**config.mk**
```make
export PLATFORM = sky130hd
export DESIGN_NAME = bank_cs_decoder
export DESIGN_NICKNAME = d
export VERILOG_FILES = /design/src/rtl/bcd_pkg.sv /design/src/rtl/bcd_size_reg.sv /design/src/rtl/bcd_addr_decode.sv /design/src/rtl/bcd_out_reg.sv /design/src/rtl/bank_cs_decoder.sv
export SDC_FILE = /design/constraint.sdc
export NUM_CORES = 1
export LEC_CHECK = 0
export ABC_AREA = 0
export CORE_ASPECT_RATIO = 0.9
export CORE_MARGIN = 1
export CORE_UTILIZATION = 30
export CTS_CLUSTER_SIZE = 16
export DETAILED_ROUTE_END_ITERATION = 10
export DONT_BUFFER_PORTS = 1
export GPL_TIMING_DRIVEN = 0
export HOLD_SLACK_MARGIN = 0.03
export PLACE_DENSITY_LB_ADDON = 0.1
export SLEW_MARGIN = 20
export SYNTH_ARGS = -nofsm -noshare
export SYNTH_HDL_FRONTEND = slang
export SYNTH_SLANG_ARGS = --single-unit
```
**constraint.sdc**
```tcl
create_clock -name clk -period 3.35 [get_ports clk]
set_input_delay 0.1675 -clock clk [delete_from_list [all_inputs] [get_ports clk]]
set_output_delay 0.1675 -clock clk [all_outputs]
set_load 0.1 [all_outputs]
```
**src/rtl/bcd_pkg.sv**
```systemverilog
package bcd_pkg;
  localparam int          SIZE_W        = 3;
  localparam int          MIN_SIZE_LOG2 = 21;
  localparam int          SRAM_AW       = 12;
  localparam logic [31:0] SRAM_BASE     = 32'h4000_0000;
  localparam logic [31:0] SFR_BASE      = 32'h4800_0000;
  localparam logic [31:0] SFR_END       = 32'h6000_0000;

  typedef enum logic [1:0] {
    RGN_NONE = 2'd0,
    RGN_BANK = 2'd1,
    RGN_SRAM = 2'd2,
    RGN_SFR  = 2'd3
  } region_e;

  // Size in bytes of each upper bank for a size code.
  function automatic logic [31:0] upper_bytes(input logic [SIZE_W-1:0] code);
    return 32'd1 << (MIN_SIZE_LOG2 + int'(code));
  endfunction

  // Codes above the largest legal one are rejected.
  function automatic logic code_legal(input logic [SIZE_W-1:0] code,
                                      input logic [SIZE_W-1:0] max_code);
    return code <= max_code;
  endfunction
endpackage

```
**src/rtl/bcd_size_reg.sv**
```systemverilog
module bcd_size_reg
  import bcd_pkg::*;
#(
  parameter logic [SIZE_W-1:0] RST_CODE = 3'd6,
  parameter logic [SIZE_W-1:0] MAX_CODE = 3'd6
) (
  input  logic              clk,
  input  logic              rst_n,
  input  logic              wr_en,
  input  logic [SIZE_W-1:0] wr_code,
  output logic [SIZE_W-1:0] size_code,
  output logic              wr_taken
);
  assign wr_taken = wr_en && code_legal(wr_code, MAX_CODE);

  always_ff @(posedge clk or negedge rst_n) begin
    if (!rst_n)        size_code <= RST_CODE;
    else if (wr_taken) size_code <= wr_code;
  end
endmodule

```
**src/rtl/bcd_addr_decode.sv**
```systemverilog
module bcd_addr_decode
  import bcd_pkg::*;
#(
  parameter int NUM_BANKS = 8,
  parameter int BANK_AW   = 27
) (
  input  logic [31:0]          addr,
  input  logic [SIZE_W-1:0]    size_code,
  output logic [NUM_BANKS-1:0] sel,
  output region_e              rgn,
  output logic [BANK_AW-1:0]   offs
);
  localparam int SEL_W     = $clog2(NUM_BANKS);
  localparam int NUM_FIXED = NUM_BANKS - 2;
  localparam int EXT_TOP   = BANK_AW + SEL_W;

  typedef logic [BANK_AW:0]   off_t;
  typedef logic [BANK_AW+1:0] span_t;

  logic             ext_space, upper, fixed_hit;
  logic             in_lo_up, in_hi_up, past_end;
  logic             sram_hit, sfr_hit;
  logic [SEL_W-1:0] bank_f;
  off_t             up_off;
  span_t            sz;

  // The upper span starts at a power-of-two multiple of the bank size, so
  // the offset into it is just the low address bits.
  assign ext_space = (addr[31:EXT_TOP] == '0);
  assign bank_f    = addr[BANK_AW +: SEL_W];
  assign upper     = ext_space && (bank_f >= SEL_W'(NUM_FIXED));
  assign fixed_hit = ext_space && !upper;
  assign up_off    = addr[BANK_AW:0];
  assign sz        = span_t'(upper_bytes(size_code));

  assign in_lo_up  = upper && (span_t'(up_off) < sz);
  assign in_hi_up  = upper && !in_lo_up && (span_t'(up_off) < (sz << 1));
  assign past_end  = upper && !in_lo_up && !in_hi_up;

  assign sram_hit  = (addr[31:SRAM_AW] == SRAM_BASE[31:SRAM_AW]);
  assign sfr_hit   = (addr >= SFR_BASE) && (addr < SFR_END);

  for (genvar i = 0; i < NUM_BANKS; i++) begin : g_sel
    if (i < NUM_FIXED) begin : g_fixed
      assign sel[i] = fixed_hit && (bank_f == SEL_W'(i));
    end else if (i == NUM_FIXED) begin : g_lo_up
      assign sel[i] = in_lo_up;
    end else begin : g_hi_up
      assign sel[i] = in_hi_up;
    end
  end

  always_comb begin
    rgn  = RGN_NONE;
    offs = '0;
    if (fixed_hit) begin
      rgn  = RGN_BANK;
      offs = addr[BANK_AW-1:0];
    end else if (in_lo_up || in_hi_up) begin
      // Masking by the size removes the base of the higher bank.
      rgn  = RGN_BANK;
      offs = BANK_AW'(span_t'(up_off) & (sz - span_t'(1)));
    end else if (past_end) begin
      rgn  = RGN_NONE;
    end else if (sram_hit) begin
      rgn  = RGN_SRAM;
      offs = addr[BANK_AW-1:0];
    end else if (sfr_hit) begin
      rgn  = RGN_SFR;
      offs = addr[BANK_AW-1:0];
    end
  end
endmodule

```
**src/rtl/bcd_out_reg.sv**
```systemverilog
module bcd_out_reg
  import bcd_pkg::*;
#(
  parameter int NUM_BANKS = 8,
  parameter int BANK_AW   = 27
) (
  input  logic                 clk,
  input  logic                 rst_n,
  input  logic                 in_valid,
  input  logic [NUM_BANKS-1:0] sel,
  input  region_e              rgn,
  input  logic [BANK_AW-1:0]   offs,
  output logic [NUM_BANKS-1:0] cs_n,
  output logic [BANK_AW-1:0]   ext_addr,
  output logic [1:0]           region,
  output logic                 out_valid
);
  always_ff @(posedge clk or negedge rst_n) begin
    if (!rst_n) begin
      cs_n      <= '1;
      ext_addr  <= '0;
      region    <= RGN_NONE;
      out_valid <= 1'b0;
    end else if (in_valid) begin
      cs_n      <= ~sel;
      ext_addr  <= offs;
      region    <= rgn;
      out_valid <= 1'b1;
    end else begin
      cs_n      <= '1;
      ext_addr  <= '0;
      region    <= RGN_NONE;
      out_valid <= 1'b0;
    end
  end
endmodule

```
**src/rtl/bank_cs_decoder.sv**
```systemverilog
module bank_cs_decoder
  import bcd_pkg::*;
#(
  parameter int                NUM_BANKS = 8,
  parameter int                BANK_AW   = 27,
  parameter logic [SIZE_W-1:0] SIZE_RST  = 3'd6
) (
  input  logic                 clk,
  input  logic                 rst_n,
  input  logic                 req_valid,
  input  logic [31:0]          req_addr,
  input  logic                 cfg_we,
  input  logic [SIZE_W-1:0]    cfg_size,
  output logic [NUM_BANKS-1:0] cs_n,
  output logic [BANK_AW-1:0]   ext_addr,
  output logic [1:0]           region,
  output logic                 out_valid
);
  localparam logic [SIZE_W-1:0] MAX_CODE = SIZE_W'(BANK_AW - MIN_SIZE_LOG2);

  logic [SIZE_W-1:0]    size_code;
  logic                 size_wr_taken;
  logic [NUM_BANKS-1:0] dec_sel;
  region_e              dec_rgn;
  logic [BANK_AW-1:0]   dec_offs;

  bcd_size_reg #(.RST_CODE(SIZE_RST), .MAX_CODE(MAX_CODE)) size_i (
    .clk      (clk),
    .rst_n    (rst_n),
    .wr_en    (cfg_we),
    .wr_code  (cfg_size),
    .size_code(size_code),
    .wr_taken (size_wr_taken)
  );

  bcd_addr_decode #(.NUM_BANKS(NUM_BANKS), .BANK_AW(BANK_AW)) dec_i (
    .addr     (req_addr),
    .size_code(size_code),
    .sel      (dec_sel),
    .rgn      (dec_rgn),
    .offs     (dec_offs)
  );

  bcd_out_reg #(.NUM_BANKS(NUM_BANKS), .BANK_AW(BANK_AW)) oreg_i (
    .clk      (clk),
    .rst_n    (rst_n),
    .in_valid (req_valid),
    .sel      (dec_sel),
    .rgn      (dec_rgn),
    .offs     (dec_offs),
    .cs_n     (cs_n),
    .ext_addr (ext_addr),
    .region   (region),
    .out_valid(out_valid)
  );
endmodule

```
; Yosys cells after proc, flatten, opt, wreduce, memory -nomap -nowiden
; Index checks and enable logic that the tools add are counted.
[word_totals]
regBits = 41
inputBits = 39
out_inout_bits = 38
elab_cells = 56
[classes]
eq_ne = 6
n_reduce_logical = 20
shifts = 1
n_bitwise = 2
mux = 14
n_addsub = 2
n_lt_le_gt_ge = 6
[ops]
columns = operator, n
row1 = 27-bit 2-to-1 mux, 6
row2 = 28-bit by 29-bit less-than comparator with 1-bit output, 2
row3 = 32-bit by 31-bit greater-or-equal comparator with 1-bit output (second input constant), 1
row4 = 32-bit by 31-bit less-than comparator with 1-bit output (second input constant), 1
row5 = 1-bit by 6-bit left shift with 29-bit output (first input constant), 1
row6 = 27-bit AND, 1
row7 = 27-bit by 1-bit subtractor with 27-bit output (second input constant), 1
row8 = 20-bit by 19-bit equality test with 1-bit output (second input constant), 1
row9 = 1-bit logical AND, 14
row10 = 2-bit 2-to-1 mux, 6
row11 = 8-bit 2-to-1 mux, 1
row12 = 8-bit inverter, 1
row13 = 5-bit by 3-bit adder with 6-bit output (first input constant), 1
row14 = 3-bit by 2-bit equality test with 1-bit output (second input constant), 2
row15 = 3-bit equality test (second input constant), 2
row16 = 3-bit by 1-bit equality test with 1-bit output (second input constant), 1
row17 = 3-bit greater-or-equal comparator (second input constant), 1
row18 = 3-bit <= comparator (second input constant), 1
row19 = 1-bit zero test, 3
row20 = 3-bit zero test, 1
row21 = 2-bit zero test, 1
row22 = 1-bit logical OR, 1
row23 = 1-bit 2-to-1 mux, 1

; Logic depth before layout (Yosys ltp)
; Gate-level depths: netlist (run 1).
[depth]
ltp_word = 13
mapped_depth = 10
depth_no_buf = 8

; Modules after synthesis
; Synthesis (run 1) repeated with hierarchy kept, for this count alone.
[hier_totals]
cells_unflattened = 243
hier_area_um2 = 2401.1
[modules_own_cells]
columns = mod, seq_area_each_um2, cells_each, n_inst, area_per_inst_um2
row1 = bcd_out_reg, 960.9, 78, 1, 1206.2
row2 = bcd_addr_decode, 0.0, 154, 1, 1054.8
row3 = bcd_size_reg, 77.6, 11, 1, 140.1

; Worst setup path before layout (run 1)
; Ideal clock, no wire load.
[synth_timing]
kind = register -> register
start = reg size_i.size_code[1]
end = reg oreg_i.ext_addr[0]
setup_time_ns = 0.073
arrival_time_ns = 2.615
n_path_buf = 2
required_time_ns = 3.277
period_less_slack_ns = 2.688
stages_incl_launch_ff = 10
slack_ns = 0.662
cell_sequence = dfstp_2 clkbuf_1 or3b_2 ha_1 a211oi_1 nand2_1 a221oi_2 o31ai_1 buf_2 a21boi_2
[synth_between]
elab_chain_cells = 13
word_cells_on_any_way = 17
cone_classes = add/sub (2) / order compare (2) / shift (1) / mux (4) / bitwise (1) / reduce/logical (7)
[synth_rtl]
columns = item, line_no
row1 = from (decl), bcd_size_reg.sv:11  ; output logic [SIZE_W-1:0] size_code,
row2 = from (signal assigned), bcd_size_reg.sv:18  ; else if (wr_taken) size_code <= wr_code;
row3 = 5-bit by 3-bit adder with 6-bit output (*), bcd_pkg.sv:18  ; return 32'd1 << (MIN_SIZE_LOG2 + int'(code));
row4 = 1-bit by 6-bit left shift with 29-bit output (*), bcd_pkg.sv:18
row5 = 28-bit by 29-bit less-than comparator with 1-bit output, bcd_addr_decode.sv:36  ; assign in_lo_up = upper && (span_t'(up_off) < sz);
row6 = 1-bit logical AND, bcd_addr_decode.sv:36
row7 = 1-bit zero test, "bcd_addr_decode.sv:37, bcd_addr_decode.sv:38"
row8 = 1-bit logical AND, "bcd_addr_decode.sv:37, bcd_addr_decode.sv:38"
row9 = 1-bit logical AND, bcd_addr_decode.sv:37  ; assign in_hi_up = upper && !in_lo_up && (span_t'(up_off) < (sz << 1));
row10 = 1-bit zero test, bcd_addr_decode.sv:38  ; assign past_end = upper && !in_lo_up && !in_hi_up;
row11 = 1-bit logical AND, bcd_addr_decode.sv:38
row12 = 27-bit 2-to-1 mux, bcd_addr_decode.sv:63  ; end else if (past_end) begin
row13 = 27-bit 2-to-1 mux (*), bcd_addr_decode.sv:59  ; end else if (in_lo_up || in_hi_up) begin
row14 = 27-bit 2-to-1 mux (*), bcd_addr_decode.sv:56  ; if (fixed_hit) begin
row15 = 27-bit 2-to-1 mux (*), bcd_out_reg.sv:24  ; end else if (in_valid) begin
row16 = to (signal assigned), bcd_out_reg.sv:26  ; ext_addr <= offs;
row17 = to (decl), bcd_out_reg.sv:14  ; output logic [BANK_AW-1:0] ext_addr,
; Every way passes the cells marked *; elsewhere a longest branch is shown, timed or not.
; A chain may end at the register's enable or synchronous reset.

; Worst setup path after layout (run 1)
[layout_timing]
start = reg size_i.size_code[2]
end = reg oreg_i.ext_addr[18]
; Same word-level chain as after synthesis.

==> impl_metrics.env, run 1 <==
export IMPL_outcome="finished, final reports clean"
export IMPL_global_route_usage_total=0.1575
export IMPL_postRouteWirelength_um=5382
export IMPL_io_pin_count=77
export IMPL_clock_sinks=41
export IMPL_timing_reg2reg_setup_slack_ns=0.37
export IMPL_power_static_leakage_nw=1.052
export IMPL_finish_net_count=267
export IMPL_design_die_area_sq_mm=0.007214
export IMPL_max_slew_margin=0.3893
export IMPL_crit_path_top_delay_cell="sky130_fd_sc_hd__nor3_1"
export IMPL_antennaDiodeCount=0
export IMPL_worst_ep_required_time_ns=3.49
export IMPL_timing_critical_path_cells="clkbuf_1 -> nand3b_1 -> ha_1 -> nand4_1 -> a21oi_1 -> o21ai_0 -> nor3_1 -> o21ai_0"
export IMPL_crit_arrival_ns=3.12
export IMPL_dr_wl_met2_um=2416
export IMPL_ratio_of_final_minimum_period_to_clock_period=0.8887
export IMPL_cp_num_buf_inv=1
export IMPL_ctsRootBufferMaster="sky130_fd_sc_hd__clkbuf_8"
export IMPL_report_final_setup_viol=0
export IMPL_uppermost_layer_routed="met4"
export IMPL_drt_iter0_drc=69
export IMPL_fmax_ghz=0.3359
export IMPL_ys_seq_area_frac=0.5033
export IMPL_wirelength_met1_um=2575
export IMPL_total_number_of_h_tree_levels=2
export IMPL_post_route_skew_ns=0.007412
export IMPL_synthArstFlopShare=1.000
export IMPL_place_detailed_hpwl_um=3818
export IMPL_cts_inserted_buffers=5
export IMPL_power_density_normalized_to_cell_area_mw_per_mm2=443.5
export IMPL_worstPathMaxFanout=10
export IMPL_antenna_found_initial=0
export IMPL_floorplan_rows=28
export IMPL_effective_utilization_at_floorplan=0.3116
export IMPL_syn_to_final_growth_pct=21.71
export IMPL_crit_path_start_kind="flip-flop"
export IMPL_syn_area_sq_mm=0.002063
export IMPL_dpl_instance_area_sq_mm=0.002183
export IMPL_globalRouteOverflowTotal=0
export IMPL_post_route_insts_no_fill=304
export IMPL_first_pass_iters=4
export IMPL_count_of_flip_flops_with_a_built_in_enable_after_synthesis=0
export IMPL_timing_hold_violations_final=0
export IMPL_final_layout_size_suffix_gt1_frac=0.2056
export IMPL_timing_hold_worst_class="input port to flip-flop"
export IMPL_mostFrequentLayoutCell="sky130_fd_sc_hd__dfrtp_1"
export IMPL_critical_path_most_common_cell="sky130_fd_sc_hd__o21ai_0"
export IMPL_clk_pin_slew_worst_paths_ns=0.08
export IMPL_cts_buffer_depth=2
export IMPL_ys_warn_count=0
export IMPL_core_sq_mm=0.006621
export IMPL_setup_tns_ns=0
export IMPL_tritoncts="built"
export IMPL_final_max_slew_violation_count=0
export IMPL_final_min_clock_period_ns=2.977
export IMPL_placement_io_buffers=0
export IMPL_flops_latches_synth=41
export IMPL_timing_hold_ws_ns=0.02931
export IMPL_cpLargestDelayFamily="simple AND/OR/NAND/NOR gates"
export IMPL_finish_instance_area_sq_mm=0.002511
export IMPL_grt_pass1_wl_um=8362
export IMPL_wl_per_cell_um=17.70
export IMPL_detail_route_antenna_nets=0
export IMPL_worst_slew_pin_slew_ns=0.9167
export IMPL_dpl_cell_count=273
export IMPL_syn_instance_count=181
export IMPL_critPathMaxStageDelay_ns=0.61
export IMPL_ys_types=45
export IMPL_grt_start_max_net_pins=42
export IMPL_num_vias=1517
export IMPL_die_h_um=80.68
export IMPL_rsz0062_at_grt="false"
export IMPL_most_used_flip_flop_cell_after_synthesis="sky130_fd_sc_hd__dfrtp_1"
export IMPL_drc=0
export IMPL_mostFrequentLayoutCells="sky130_fd_sc_hd__dfrtp_1, sky130_fd_sc_hd__dlygate4sd3_1, sky130_fd_sc_hd__nand3_1"
export IMPL_critical_path_sink_type="flip-flop"
export IMPL_max_cap_viol_count=0
export IMPL_clock_insertion_delay_worst_skew_ns=0.29
export IMPL_gp_congestion=0.8038
export IMPL_avgViaCountPerCell=4.990
export IMPL_die_width_um=89.42
export IMPL_first_global_vias=1607
export IMPL_irDropWorstVdd_uv=133.1
export IMPL_dr_wl_met3_um=326
export IMPL_mean_instance_size_in_the_synthesized_netlist_sq_um=11.40
export IMPL_worst_setup_path_type="flip-flop to flip-flop"
export IMPL_cts_setup_buffers=0
registers in the layout, indices dropped and copies added, names as in the netlist:
name              flops
oreg_i.out_valid      1
oreg_i.ext_addr      27
oreg_i.cs_n           8
size_i.size_code      3
oreg_i.region         2
report_power, final:
part / leakage, nW / internal [mW] / switching (mW) / total, mW
sequential: 0.525 / 0.515 / 0.126 / 0.640
combinational: 0.485 / 0.0763 / 0.0868 / 0.163
clock: 0.0422 / 0.146 / 0.164 / 0.310
kinds of logic after synthesis:
family,Yosys count,share of synthesized area
buf+inv,13,0.03517
flops,41,0.5033
compound gates,51,0.2019
other cells,1,0.001818
fa+ha+maj,15,0.09096
simple gates,60,0.1668
stage by stage:
| step | utilization | setup slack [ns] | power [mW] |
|---|---|---|---|
| floorplan | - | 0.6618 | 0.7471 |
| global placement | 0.3297 | 0.1156 | 0.7746 |
| detailed placement | 0.3297 | 0.1241 | 0.7781 |
| CTS | 0.3798 | 0.1301 | 1.128 |
| global route | 0.3793 | 0.1185 | 1.170 |
| finish | 0.3793 | 0.3729 | 1.114 |
per-layer routing:
layer | GRT usage | vias up
met5 | 0 | -
met4 | 0.05556 | 0
met3 | 0.04008 | 8
met2 | 0.2466 | 54
met1 | 0.2089 | 732
li1 | - | 723
cells in the mapped netlist, types with 2 or more instances:
master	n	share of area
sky130_fd_sc_hd__a21boi_1	7	0.025
sky130_fd_sc_hd__a21boi_2	11	0.060
sky130_fd_sc_hd__a21o_1	2	0.0073
sky130_fd_sc_hd__a21oi_1	9	0.022
sky130_fd_sc_hd__buf_2	3	0.0073
sky130_fd_sc_hd__buf_6	2	0.011
sky130_fd_sc_hd__clkbuf_1	2	0.0036
sky130_fd_sc_hd__dfrtp_1	31	0.38
sky130_fd_sc_hd__dfstp_2	10	0.13
sky130_fd_sc_hd__ha_1	15	0.091
sky130_fd_sc_hd__inv_1	4	0.0073
sky130_fd_sc_hd__nand2_1	13	0.024
sky130_fd_sc_hd__nand2b_1	2	0.0061
sky130_fd_sc_hd__nand3_1	16	0.039
sky130_fd_sc_hd__nand3b_1	4	0.015
sky130_fd_sc_hd__nand4_1	2	0.0061
sky130_fd_sc_hd__nor2_1	6	0.011
sky130_fd_sc_hd__nor2b_1	2	0.0061
sky130_fd_sc_hd__nor4_1	2	0.0061
sky130_fd_sc_hd__nor4_2	2	0.012
sky130_fd_sc_hd__o211ai_1	2	0.0073
sky130_fd_sc_hd__o21ai_0	9	0.022
sky130_fd_sc_hd__o31ai_1	2	0.0073
sky130_fd_sc_hd__or3b_2	2	0.0085
worst reg2reg max path, stage by stage (launching register included):
cell and delay [ns]:
sky130_fd_sc_hd__dfstp_2 0.57, sky130_fd_sc_hd__clkbuf_1 0.39, sky130_fd_sc_hd__nand3b_1 0.22, sky130_fd_sc_hd__ha_1 0.38, sky130_fd_sc_hd__nand4_1 0.11, sky130_fd_sc_hd__a21oi_1 0.15
sky130_fd_sc_hd__o21ai_0 0.19, sky130_fd_sc_hd__nor3_1 0.61, sky130_fd_sc_hd__o21ai_0 0.21
final cells by class:
cell class / instances / area (sq um)
Inverter: 4 / 15.01
Clock buffer: 7 / 76.32
Timing Repair Buffer: 24 / 250.2
Multi-Input combinational cell: 129 / 959.7
Buffer: 8 / 53.80
Fill cell: 663 / 4110
Clock inverter: 1 / 5.005
Tap cell: 90 / 112.6
Sequential cell: 41 / 1039
path summary, 6_finish.rpt:
check                           cells past startpoint                start                   to
worst max-delay path                                8  size_i.size_code[2]  oreg_i.ext_addr[18]
worst min-delay path                                2         req_addr[23]  oreg_i.ext_addr[23]
worst max register to register                      8  size_i.size_code[2]  oreg_i.ext_addr[18]
worst min register to register                      2  size_i.size_code[1]  oreg_i.ext_addr[26]
max in group asynchronous                           2                rst_n  size_i.size_code[1]
min in group asynchronous                           2                rst_n  oreg_i.ext_addr[15]
repair_timing:
item / 4_1_cts / 5_1_grt
endpoints found under the hold margin: 63 / 0
hold buffers: 24 / 0
endpoints found under the setup margin: 0 / 6
gates resized for setup: 0 / 0
No activity file was read; power rests on OpenSTA's default activity.
==> inputs of run 2 (changes only) <==
--- a/config.mk
+++ b/config.mk
@@ -18,4 +18,5 @@
 export SLEW_MARGIN = 20
 export SYNTH_ARGS = -nofsm -noshare
 export SYNTH_HDL_FRONTEND = slang
+export SYNTH_HIERARCHICAL = 1
 export SYNTH_SLANG_ARGS = --single-unit
==> run 2 against run 1 <==
  * Largest cell class is now multi-input combinational cells
  * Flip-flop and latch count did not move
  * Largest power group unchanged
  * Final cell count increased by 19%
  * Clock-buffer cell count unchanged
==> impl_metrics.env, run 2 <==
export IMPL_outcome="finished, final reports clean"
export IMPL_timing_critical_path_cells="clkbuf_1 -> or3b_2 -> ha_1 -> nand2_1 -> nor4b_1 -> a222oi_1 -> buf_4 -> o21bai_4 -> buf_6 -> a21boi_1 -> and2_1"
export IMPL_worstPathMaxFanout=10
export IMPL_max_slew_margin=0.3965
export IMPL_critPathMaxStageDelay_ns=0.56
export IMPL_place_detailed_hpwl_um=4194
export IMPL_clk_pin_slew_worst_paths_ns=0.07
export IMPL_final_max_slew_violation_count=0
export IMPL_ys_warn_count=6
export IMPL_total_number_of_h_tree_levels=2
export IMPL_min_path_cells=2
export IMPL_setup_ws_ns=0.2160
export IMPL_core_sq_mm=0.007620
export IMPL_avgViaCountPerCell=4.878
export IMPL_design_die_area_sq_mm=0.008345
export IMPL_power_static_leakage_nw=1.205
export IMPL_syn_instance_count=242
export IMPL_finish_net_count=324
export IMPL_floorplan_rows=30
export IMPL_worst_setup_path_type="flip-flop to flip-flop"
export IMPL_die_h_um=86.76
export IMPL_irDropWorstVdd_uv=170.7
export IMPL_die_width_um=96.18
export IMPL_cts_buffer_depth=2
export IMPL_critical_path_sink_type="flip-flop"
export IMPL_detail_route_antenna_nets=0
export IMPL_io_pin_count=77
export IMPL_final_core_utilization=0.3640
export IMPL_syn_area_sq_mm=0.002395
export IMPL_wl_per_cell_um=15.79
export IMPL_mostFrequentLayoutCell="sky130_fd_sc_hd__dfrtp_1"
export IMPL_post_route_skew_ns=0.004756
export IMPL_reg_top3="oreg_i/ext_addr: 27 flops, oreg_i/cs_n: 8 flops, size_i/size_code: 3 flops"
export IMPL_final_layout_size_suffix_gt1_frac=0.1391
export IMPL_grt_start_max_net_pins=42
export IMPL_first_pass_iters=6
export IMPL_globalRouteOverflowTotal=0
export IMPL_global_route_usage_total=0.1411
export IMPL_ratio_of_final_minimum_period_to_clock_period=0.9355
export IMPL_syn_to_final_growth_pct=15.83
export IMPL_reg2regPathDepth=11
export IMPL_detailedPlace_worstSlack_ns=-0.1441
export IMPL_grt_pass1_wl_um=8928
export IMPL_tritoncts="built"
export IMPL_gp_congestion=0.7965
export IMPL_max_cap_viol_count=0
export IMPL_cts_inserted_buffers=5
export IMPL_first_global_vias=1747
export IMPL_timing_hold_worst_class="input port to flip-flop"
export IMPL_mostFrequentLayoutCells="sky130_fd_sc_hd__dfrtp_1, sky130_fd_sc_hd__and2_1, sky130_fd_sc_hd__nand2_1"
export IMPL_rsz0062_at_grt="false"
export IMPL_largest_reg_flops=27
export IMPL_crit_path_top_delay_cell="sky130_fd_sc_hd__dfstp_2"
export IMPL_antenna_found_initial=0
export IMPL_report_final_setup_viol=0
export IMPL_antennaDiodeCount=0
export IMPL_crit_path_start_kind="flip-flop"
export IMPL_fmax_ghz=0.3191
export IMPL_ctsRootBufferMaster="sky130_fd_sc_hd__clkbuf_8"
export IMPL_timing_hold_violations_final=0
export IMPL_worst_slew_pin_slew_ns=0.9058
export IMPL_power_density_normalized_to_cell_area_mw_per_mm2=454.5
export IMPL_clock_insertion_delay_worst_skew_ns=0.29
export IMPL_worst_ep_required_time_ns=3.53
export IMPL_mean_instance_size_in_the_synthesized_netlist_sq_um=9.896
export IMPL_clock_sinks=41
export IMPL_effective_utilization_at_floorplan=0.3143
export IMPL_regMostFlops="oreg_i/ext_addr"
export IMPL_placement_io_buffers=0
export IMPL_final_min_clock_period_ns=3.134
export IMPL_crit_arrival_ns=3.32
export IMPL_postRouteWirelength_um=5716
export IMPL_num_vias=1766
export IMPL_drt_iter0_drc=64
export IMPL_drc=0
-- run 2: per-layer routing --
metal  vias to the layer above  share of wire  track usage  wire length, um
li1                        891              -            -                -
met1                       816           0.48       0.1988             2733
met2                        54           0.44       0.2095             2518
met3                         5          0.071      0.04035              403
met4                         0          0.011      0.03664               61
met5                         -              0            0                0
-- run 2: timing repair --
item / CTS / global route
gates cloned: 0 / 0
resized for setup: 1 / 2
endpoints found under the hold margin: 55 / 0
pin swaps: 1 / 0
setup endpoints to repair: 22 / 22
setup buffers: 2 / 0
hold buffers: 7 / 0
-- run 2: worst paths after layout --
path | slack [ns] | start | to
max | 0.22 | size_i/size_code[1] | oreg_i/ext_addr[13]
min | 0.05 | req_addr[27] | oreg_i/cs_n[3]
max reg2reg | 0.22 | size_i/size_code[1] | oreg_i/ext_addr[13]
min reg2reg | 0.54 | size_i/size_code[0] | size_i/size_code[0]
max in group asynchronous | 2.75 | rst_n | oreg_i/cs_n[2]
min in group asynchronous | 0.35 | rst_n | oreg_i/ext_addr[26]
-- run 2: report_power, final --
group | leakage [nW] | internal (mW) | switching (mW)
clock | 0.0585 | 0.243 | 0.164
combinational | 0.623 | 0.0951 | 0.114
sequential | 0.523 | 0.515 | 0.129
total | 1.21 | 0.853 | 0.408
-- run 2: stage by stage --
stage | cell area [sq um] | instances | power, mW | hold WS, ns | setup TNS [ns]
after floorplan | 2421 | 249 | 0.7911 | -0.1281 | 0
after global placement | 2541 | 345 | 0.8273 | -0.1268 | -1.228
after detailed placement | 2541 | 345 | 0.8289 | -0.1262 | -0.7355
after CTS | 2758 | 362 | 1.272 | 0.04559 | 0
after global routing | 2774 | 362 | 1.330 | 0.04794 | 0
final | 2774 | 362 | 1.261 | 0.05213 | 0
-- run 2: critical path, delay by kind of cell, from the launching register on --
| kind | cells | cell delay [ns] |
|---|---|---|
| adders and majority gates | 1 | 0.29 |
| DFF | 1 | 0.56 |
| AOI/OAI and AO/OA | 3 | 0.45 |
| and+or+nand+nor | 4 | 1.02 |
| buffers and inverters | 3 | 0.70 |
-- run 2: layout make-up --
type / count / area, sq um
Sequential cell: 41 / 1039
Buffer: 14 / 102.6
Fill cell: 788 / 4846
Multi-Input combinational cell: 190 / 1286
Inverter: 4 / 15.01
Clock inverter: 1 / 30.03
Tap cell: 96 / 120.1
Timing Repair Buffer: 9 / 95.09
Clock buffer: 7 / 86.33
==> inputs of run 3 (changes only) <==
==> constraint.sdc (replaced) <==
create_clock -name clk -period 3.35 [get_ports clk]
set_input_delay 0.67 -clock clk [delete_from_list [all_inputs] [get_ports clk]]
set_output_delay 0.67 -clock clk [all_outputs]
set_load 0.1 [all_outputs]
==> run 3 against run 2 <==
  * Die area unchanged
  * Largest cell class unchanged
  * Maximum frequency is essentially flat
  * Highest routed layer unchanged
  * Global-route usage fell by 0.31 points
  * Register-to-register slack is essentially flat
  * Via count is 1.4% lower
  * Flip-flop and latch count is the same
  * Setup slack worse by 0.0027 ns
==> impl_metrics.env, run 3 (synthesized netlist as in run 2, its figures left out) <==
export IMPL_postRouteWirelength_um=5614
export IMPL_dpl_instance_area_sq_mm=0.002541
export IMPL_critPathMaxStageDelay_ns=0.56
export IMPL_ratio_of_final_minimum_period_to_clock_period=0.9363
export IMPL_floorplan_rows=30
export IMPL_crit_path_top_delay_cell="sky130_fd_sc_hd__dfstp_2"
export IMPL_multiInputGateArea_sq_mm=0.001286
export IMPL_antennaDiodeCount=0
export IMPL_grt_start_max_net_pins=42
export IMPL_worst_setup_path_type="flip-flop to flip-flop"
export IMPL_first_pass_iters=5
export IMPL_num_vias=1742
export IMPL_total_number_of_h_tree_levels=2
export IMPL_mostFrequentLayoutCells="sky130_fd_sc_hd__dfrtp_1, sky130_fd_sc_hd__and2_1, sky130_fd_sc_hd__nand2_1"
export IMPL_finish_instance_area_sq_mm=0.002694
export IMPL_effective_utilization_at_floorplan=0.3143
export IMPL_place_detailed_hpwl_um=4194
export IMPL_final_fill_count=793
export IMPL_first_global_vias=1697
export IMPL_mostFrequentLayoutCell="sky130_fd_sc_hd__dfrtp_1"
export IMPL_post_route_skew_ns=0.005658
export IMPL_tritoncts="built"
export IMPL_dpl_cell_count=345
export IMPL_global_route_usage_total=0.1380
export IMPL_reg2regPathDepth=11
export IMPL_final_max_slew_violation_count=0
export IMPL_timing_hold_violations_final=0
export IMPL_final_core_utilization=0.3535
export IMPL_power_static_leakage_nw=1.171
export IMPL_syn_to_final_growth_pct=12.49
export IMPL_io_pin_count=77
export IMPL_crit_arrival_ns=3.32
export IMPL_worstSetupEndpoint="oreg_i/ext_addr[13]"
export IMPL_ctsRootBufferMaster="sky130_fd_sc_hd__clkbuf_8"
export IMPL_drt_iter0_drc=60
export IMPL_post_cts_hold_buffer_count=0
export IMPL_fmax_ghz=0.3188
export IMPL_finish_net_count=317
export IMPL_avgViaCountPerCell=4.907
export IMPL_cts_buffer_depth=2
export IMPL_path_depth=11
export IMPL_timing_hold_worst_class="input port to async pin"
export IMPL_post_route_insts_no_fill=355
export IMPL_crit_path_start_kind="flip-flop"
export IMPL_rsz0062_at_grt="false"
export IMPL_outcome="finished, final reports clean"
export IMPL_design_die_area_sq_mm=0.008345
export IMPL_cp_num_buf_inv=3
export IMPL_worst_slew_pin_slew_ns=0.8994
export IMPL_report_final_setup_viol=0
export IMPL_antenna_found_initial=0
export IMPL_area_used_by_sequential_logic_in_the_layout_sq_mm=0.001039
export IMPL_max_cap_viol_count=0
export IMPL_worstPathMaxFanout=10
export IMPL_final_min_clock_period_ns=3.137
export IMPL_critical_path_sink_type="flip-flop"
export IMPL_die_h_um=86.76
export IMPL_timing_critical_path_cells="clkbuf_1 -> or3b_2 -> ha_1 -> nand2_1 -> nor4b_1 -> a222oi_1 -> buf_4 -> o21bai_4 -> buf_6 -> a21boi_1 -> and2_1"
export IMPL_worst_ep_required_time_ns=3.53
export IMPL_globalRouteOverflowTotal=0
export IMPL_clk_pin_slew_worst_paths_ns=0.08
export IMPL_max_slew_margin=0.4008
export IMPL_largest_reg_flops=27
export IMPL_irDropWorstVdd_uv=170.6
export IMPL_clock_sinks=41
export IMPL_gp_congestion=0.7965
export IMPL_die_width_um=96.18
export IMPL_core_sq_mm=0.007620
export IMPL_power_density_normalized_to_cell_area_mw_per_mm2=461.0
export IMPL_clock_insertion_delay_worst_skew_ns=0.29
export IMPL_cp_startpoint="size_i/size_code[1]"
export IMPL_cts_inserted_buffers=5
export IMPL_worstReg2RegStart="size_i/size_code[1]"
export IMPL_drc=0
export IMPL_cpLargestDelayFamily="simple AND/OR/NAND/NOR gates"
export IMPL_timing_reg2reg_setup_slack_ns=0.21
export IMPL_wl_per_cell_um=15.81
export IMPL_placement_io_buffers=0
export IMPL_reg_top3="oreg_i/ext_addr: 27 flops, oreg_i/cs_n: 8 flops, size_i/size_code: 3 flops"
export IMPL_grt_pass1_wl_um=8714
export IMPL_critical_path_reg2reg_endpoint="oreg_i/ext_addr[13]"
export IMPL_detail_route_antenna_nets=0
export IMPL_regMostFlops="oreg_i/ext_addr"
export IMPL_final_layout_size_suffix_gt1_frac=0.1390
[run 3: cell type report]
type	count	share of cell area
well taps	96	0.04459
clock inverters	1	0.01115
repair buffers	2	0.005574
plain buffers	14	0.03809
clock buffers	7	0.03205
flip-flops and latches	41	0.3855
inverters	4	0.005574
multi-input cells	190	0.4775
[run 3: where the power goes]
| part | switching, mW | internal (mW) | leakage, nW |
|---|---|---|---|
| Sequential | 0.129 | 0.515 | 0.523 |
| Clock | 0.164 | 0.243 | 0.0585 |
| Combinational | 0.102 | 0.0880 | 0.589 |
| Total | 0.395 | 0.846 | 1.17 |
[run 3: per-stage QoR]
| stage | setup slack [ns] | hold WS (ns) | power [mW] | TNS, ns |
|---|---|---|---|---|
| 5_1_grt | 0.03951 | 0.04583 | 1.308 | 0 |
| 2_1_floorplan | 0.4019 | 0.3744 | 0.7911 | 0 |
| 3_5_place_dp | -0.1441 | 0.3763 | 0.8289 | -0.7355 |
| 6_report | 0.2133 | 0.06834 | 1.242 | 0 |
| 4_1_cts | 0.08559 | 0.05957 | 1.252 | 0 |
| 3_3_place_gp | -0.1595 | 0.3757 | 0.8273 | -1.228 |
[run 3: worst min path at each step]
stage,slack (ns),to,startpoint
after global routing,0.05,size_i/size_code[0],rst_n
after CTS,0.06,oreg_i/ext_addr[17],rst_n
final,0.07,oreg_i/ext_addr[18],rst_n
after detailed placement,0.38,oreg_i/out_valid,rst_n
after global placement,0.38,size_i/size_code[0],rst_n
after floorplan,0.37,oreg_i/ext_addr[0],rst_n
[run 3: timing repair]
action                                  in CTS  in global routing
buffers inserted                             2                  0
endpoints found under the setup margin      22                 22
gates resized for setup                      1                  2
pin swaps                                    1                  0
[run 3: routing by layer]
layer,vias up,GRT usage,routed length (um),share of wire
met2,56,0.2031,2485,0.44
met3,5,0.04211,418,0.074
met4,0,0.03664,61,0.011
li1,876,-,-,-
met1,805,0.1940,2647,0.47
met5,-,0,0,0
